==> config.mk <==
export PLATFORM = sky130hd
export DESIGN_NAME = quad_step_decoder
export DESIGN_NICKNAME = d
export VERILOG_FILES = /design/src/rtl/quad_step_decoder.sv
export SDC_FILE = /design/constraint.sdc
export NUM_CORES = 1
export LEC_CHECK = 0
export ABC_CLOCK_PERIOD_IN_PS = 1350
export CAP_MARGIN = 40
export CORE_AREA = 2 2 39 41
export CTS_BUF_LIST = sky130_fd_sc_hd__clkbuf_4
export DETAILED_ROUTE_END_ITERATION = 12
export DIE_AREA = 0 0 41 43
export GPL_TIMING_DRIVEN = 0
export HOLD_SLACK_MARGIN = 0.02
export SLEW_MARGIN = 20
export SYNTH_ARGS = -nofsm -noshare
export SYNTH_HDL_FRONTEND = slang
export SYNTH_SLANG_ARGS = --single-unit
==> constraint.sdc <==
create_clock -name clk -period 1.35 [get_ports clk]
set_input_delay 0.27 -clock clk [delete_from_list [all_inputs] [get_ports clk]]
set_output_delay 0.27 -clock clk [all_outputs]
set_load 0.01 [all_outputs]
==> src/rtl/quad_step_decoder.sv <==
module quad_step_decoder #(
  parameter int SYNC_STAGES = 2
) (
  input  logic       clk,
  input  logic       rst,
  input  logic [1:0] res_sel,
  input  logic       enc_a,
  input  logic       enc_b,
  output logic       cnt_en,
  output logic       cnt_up,
  output logic       step_err
);

  logic [SYNC_STAGES-1:0] a_pipe, b_pipe;
  logic a_now, b_now, a_prev, b_prev;
  logic a_moved, b_moved, qualify, dir;

  always_ff @(posedge clk) begin
    a_pipe <= {a_pipe[SYNC_STAGES-2:0], enc_a};
    b_pipe <= {b_pipe[SYNC_STAGES-2:0], enc_b};
  end

  assign a_now   = a_pipe[SYNC_STAGES-1];
  assign b_now   = b_pipe[SYNC_STAGES-1];
  assign a_moved = a_now ^ a_prev;
  assign b_moved = b_now ^ b_prev;

  always_comb begin
    qualify = 1'b0;
    dir     = 1'b0;
    if (a_moved ^ b_moved) begin
      unique casez (res_sel)
        2'b1?: begin
          qualify = 1'b1;
          dir     = b_prev ^ a_now;
        end
        2'b01: begin
          qualify = a_moved;
          dir     = a_now ^ b_now;
        end
        default: begin
          qualify = a_moved & ~b_now;
          dir     = a_now;
        end
      endcase
    end
  end

  always_ff @(posedge clk) begin
    a_prev <= a_now;
    b_prev <= b_now;
    if (rst) begin
      cnt_en   <= 1'b0;
      cnt_up   <= 1'b0;
      step_err <= 1'b0;
    end else begin
      cnt_en   <= qualify;
      cnt_up   <= qualify ? dir : cnt_up;
      step_err <= a_moved & b_moved;
    end
  end

endmodule

; ---- Yosys cells after proc, flatten, opt, wreduce, memory -nomap -nowiden
; Index checks and enable logic that the tools add are counted.
[classes]
bitwise = 8
n_mux = 4
eq_ne = 1
[op_table]
columns = op, n
row1 = 1-bit XOR, 5
row2 = 1-bit case mux with 2 select lines, 2
row3 = 1-bit bitwise AND, 2
row4 = 2-bit by 1-bit == test with 1-bit output (second input constant), 1
row5 = 1-bit two-way mux, 2
row6 = 1-bit inverter, 1
[totals]
in_bits = 6
regBits = 9
word_cells = 20
output_inout_bits = 3

; ---- Depth between registers and ports, before layout
; Gate-level depths: netlist of the first run.
[logic_depth]
word_depth = 4
ltp_mapped = 4
ltp_nobuf = 4

; ---- Worst setup path after synthesis of the first run
; No wires, ideal clock.
[synth_path]
path_type = register to register
start = register a_prev
end = register cnt_up
t_arrival_ns = 1.170
path_stages_with_launch = 5
required_time_ns = 1.262
path_buffers = 0
setup_ns = 0.088
setup_slack_ns = 0.092
cell_sequence = dfxtp_1 > xor2_2 > ha_1 > o2111ai_2 > o32ai_2
[synth_via]
elab_chain_cells = 4
elab_cells_between_ends = 6
[synth_rtl]
columns = element, line
row1 = "start, declared", 15  ; logic a_now, b_now, a_prev, b_prev;
row2 = "start signal, assigned", 50  ; a_prev <= a_now;
row3 = 1-bit XOR *, 25  ; assign a_moved = a_now ^ a_prev;
row4 = 1-bit bitwise AND, 42  ; qualify = a_moved & ~b_now;
row5 = 1-bit case mux with 2 select lines, 32  ; unique casez (res_sel)
row6 = 1-bit two-way mux, 31  ; if (a_moved ^ b_moved) begin
row7 = "end signal, assigned", 58  ; cnt_up <= qualify ? dir : cnt_up;
row8 = "end, declared", 10  ; output logic cnt_up,
; Mark *: on every way between the ends. The rest lies on a longest branch, timed or not.
; A chain may end at the register's enable or synchronous reset.

; ---- Worst setup path in the final report of the first run
[layout_path]
start = input port res_sel[1]
end = register cnt_up
[layout_via]
elab_chain_cells = 3
elab_cells_between_ends = 5
[layout_rtl]
columns = element, line
row1 = "start, declared", 6  ; input logic [1:0] res_sel,
row2 = 2-bit by 1-bit == test with 1-bit output, 32
row3 = 1-bit case mux with 2 select lines, 32
row4 = 1-bit two-way mux, 31
; Parallel ways exist; a longest one is shown, timed or not.

==> summary.md, run 1 <==
| Metric | Value |
|---|---|
| Outcome | complete, no violations |
| CTS max path bufs | 2 |
| Peak Freq | about 770 MHz |
| Share of cells above drive strength 1 | about 34% |
| Crit path time final | approximately 1.3 ns |
| CP Data Required Time | about 1.5 ns |
| Worst Path Arrival | ~1.4 ns |
| Row cnt | 14 |
| Yosys warns | 0 |
| Port bufs | 8 |
| Htree depth | 1 |
| CTS tree | built |
| Placed wire-length estimate | approximately 420 um |
| Largest net degree at the start of global routing | 7 |
| Drt via density | slightly above 4 |
| Clock Latency Late Sink | between 0.2 and 0.3 ns |
| Height of the die | approximately 43 um |
| Worst VDD drop | ~0.00043 V |
| CP startpoint | res_sel[1] |
| Distinct cells, synth | 14 |
| Worst-margin pin slew | about 0.24 ns |
| Gr usage total | roughly 8.4% |
| Post-synth ARST share | 0% |
| Ant. Diodes | 0 |
| Avg WL per Cell | between 10 and 15 um |
| Top-Level Pins | 9 |
| Hold_sp | a_pipe[0] |
| Most common library cells after synthesis | 9 x dfxtp_1, 2 x inv_1, 2 x nand2_1 |
| Synth area leaders | dfxtp_1 57%, o32ai_2 5.2%, xor2_2 5.2%, o2111ai_2 4.8%, ha_1 4.0% |
| # clock sinks | 9 |
| Yosys top cell by area | dfxtp_1 |
| Main synth FF type | dfxtp_1 |
| Max-Cap Viols | 0 |
| Relative slew slack | between 80% and 90% |
| Core Footprint | between 1000 and 1500 um^2 |
| Sequential share of the synthesized area | 57.4% |
| Final Hold Fails | 0 |
| First-pass GRT wire length | between 900 and 1000 um |
| Worst R2R Path Depth | 4 |
| Total gr overflow | 0 |
| Leak | around 0.21 nW |
| Worst reg2reg endpoint | cnt_up |
| CTS root buf | clkbuf_4 |
| Synthesized Nets | 31 |
| Synth Register Bits | 9 |
| Setup violators final | 0 |
| Clk pin slew, worst setup/hold paths | ~0.060 ns |
| Most numerous cell in the Yosys netlist | dfxtp_1 |
| DRC violations left | 0 |
| Worst min path class | reg -> reg |
| Max-slew violation count | 0 |
| Critical path startpoint category | primary input |
| Initial antenna violation count | 0 |
| Finished Layout Cells | 54 |
| DIE AREA | approximately 1800 um^2 |
| Syn Inst Count | 24 |
| CTS Buf Count | 3 |
| Final core occ | between 30% and 40% |
| DR pass1 iterations | 4 |
| R2R Setup Slk | ~0.060 ns |
| DRT Wirelength | between 500 and 600 um |
| Inst Count DP | 48 |
| Critical path class | in -> reg |
| Post-synth EDFFs | 0 |
| Layout Nets | 46 |
| GPL Wtd Cong | approximately 0.62 |
| Final Skew | between 0.004 and 0.005 ns |
| Hold Buf Count CTS | 0 |
| Avg Cell Area, Syn | around 13 um^2 |
| Die W | between 40 and 50 um |
| Iteration-0 DRC count of the detailed router | 4 |
| Final ANT Viol Nets | 0 |
| Pwr dens | approximately 1200 nW/um^2 |
| Area growth syn-to-layout | 53.4% |
| Starting Density | roughly 23% |
| Worst Path Max Fanout | 5 |
| Crit end category | register |
| Post-Synthesis Cell Area | about 310 um^2 |
| Final period utilization | 96.1% |
| Critical R2R Launch | b_pipe[1] |
| Vias in the first global route | about 250 |
| Synth top area share | a little under three fifths |
| Via count | 219 |
| Crit path capture | cnt_up |
==> cell families (layout without fill, tap and decap cells) <==
logic type	count (synthesis)	in the layout	share of synthesized area, %
flops	9	9	57.4
buf+inv	2	16	2.39
fa+ha+maj	1	1	3.98
compound gates	4	4	15.5
xor+xnor	2	2	7.97
simple gates	6	6	12.8
==> cell usage in the layout (no fill, tap or decap), drive strengths merged <==
cell,count
dfxtp,9
clkdlybuf4s50,5
clkbuf,3
dlygate4sd2,3
inv,2
nand2,2
buf,2
xor2,2
or3b,1
o2111ai,1
nand3b,1
and3b,1
a21boi,1
o211a,1
o32ai,1
nor2b,1
ha,1
clkinv,1
==> area by class of cell <==
type / count / area (um^2)
Tap cell: 16 / 20.0
Timing Repair Buffer: 10 / 91.3
Clock buffer: 3 / 22.5
Multi-Input combinational cell: 13 / 150
Inverter: 2 / 7.51
Clock inverter: 1 / 5.00
Fill cell: 143 / 902
Sequential cell: 9 / 185
==> state kept, by name (all words and copies together), names as in the netlist <==
signal,count
a_pipe,2
cnt_en,1
step_err,1
a_prev,1
cnt_up,1
b_pipe,2
b_prev,1
==> layer usage <==
layer	vias to the layer above	routed length, um	GRT usage (%)
met5	-	0	0
met3	2	58	4.71
met1	98	177	7.82
li1	110	-	-
met2	9	314	13.8
met4	0	4	4.00
==> stage by stage <==
stage                     setup TNS (ns)  worst slack [ns]  total power, mW  hold WS [ns]  instance area, um^2
final                                  0            0.0521            0.597         0.327                  482
after global placement            -0.253            -0.159            0.384         0.312                  414
after detailed placement          -0.369            -0.217            0.387         0.315                  414
after floorplan                        0            0.0922            0.344         0.298                  314
after global routing            -0.00518          -0.00518            0.645         0.349                  482
after CTS                              0           0.00903            0.597         0.329                  447
==> worst max-delay path, cell delays in order <==
cell	delay [ns]
clkdlybuf4s50_1	0.49
or3b_1	0.43
o2111ai_2	0.13
o32ai_2	0.12
==> power by group <==
group | internal, mW | switching [mW] | leakage, nW | total, mW
Sequential | 0.284 | 0.0105 | 0.0757 | 0.294
Combinational | 0.0622 | 0.0403 | 0.117 | 0.102
Clock | 0.109 | 0.0916 | 0.0177 | 0.201
==> how the worst min path moves through the flow <==
| stage | to | slack, ns | depth (start not counted) |
|---|---|---|---|
| 2_1_floorplan | a_pipe[0] | 0.30 | 0 |
| 3_3_place_gp | b_pipe[1] | 0.31 | 0 |
| 3_5_place_dp | a_pipe[1] | 0.31 | 0 |
| 4_1_cts | a_pipe[1] | 0.33 | 0 |
| 5_1_grt | b_pipe[1] | 0.35 | 0 |
| 6_report | a_pipe[1] | 0.33 | 0 |
==> repair_timing <==
action,in CTS,in global routing
setup endpoints to repair,4,1
endpoints found under the hold margin,0,0
pin swaps,1,3
buffers inserted,1,1
resized for setup,4,4
No activity file was read; power rests on OpenSTA's default activity.
==> run 2, diff against run 1 <==
- ABC_CLOCK_PERIOD_IN_PS: 1350 -> default
- CAP_MARGIN: 40 -> default
==> results of run 2 <==
No change in the layout: final DEF, timing and power equal those of run 1.
==> run 3, diff against run 2 <==
- CTS_CLUSTER_SIZE: default -> 30
- MAX_ROUTING_LAYER: default -> met4
==> results of run 3 <==
No change in the layout: final DEF, timing and power equal those of run 1.
Main changes from that run: final weighted congestion in routability-driven placement 0.623 -> 0.628; overall routing resource usage 8.37% -> 8.57%
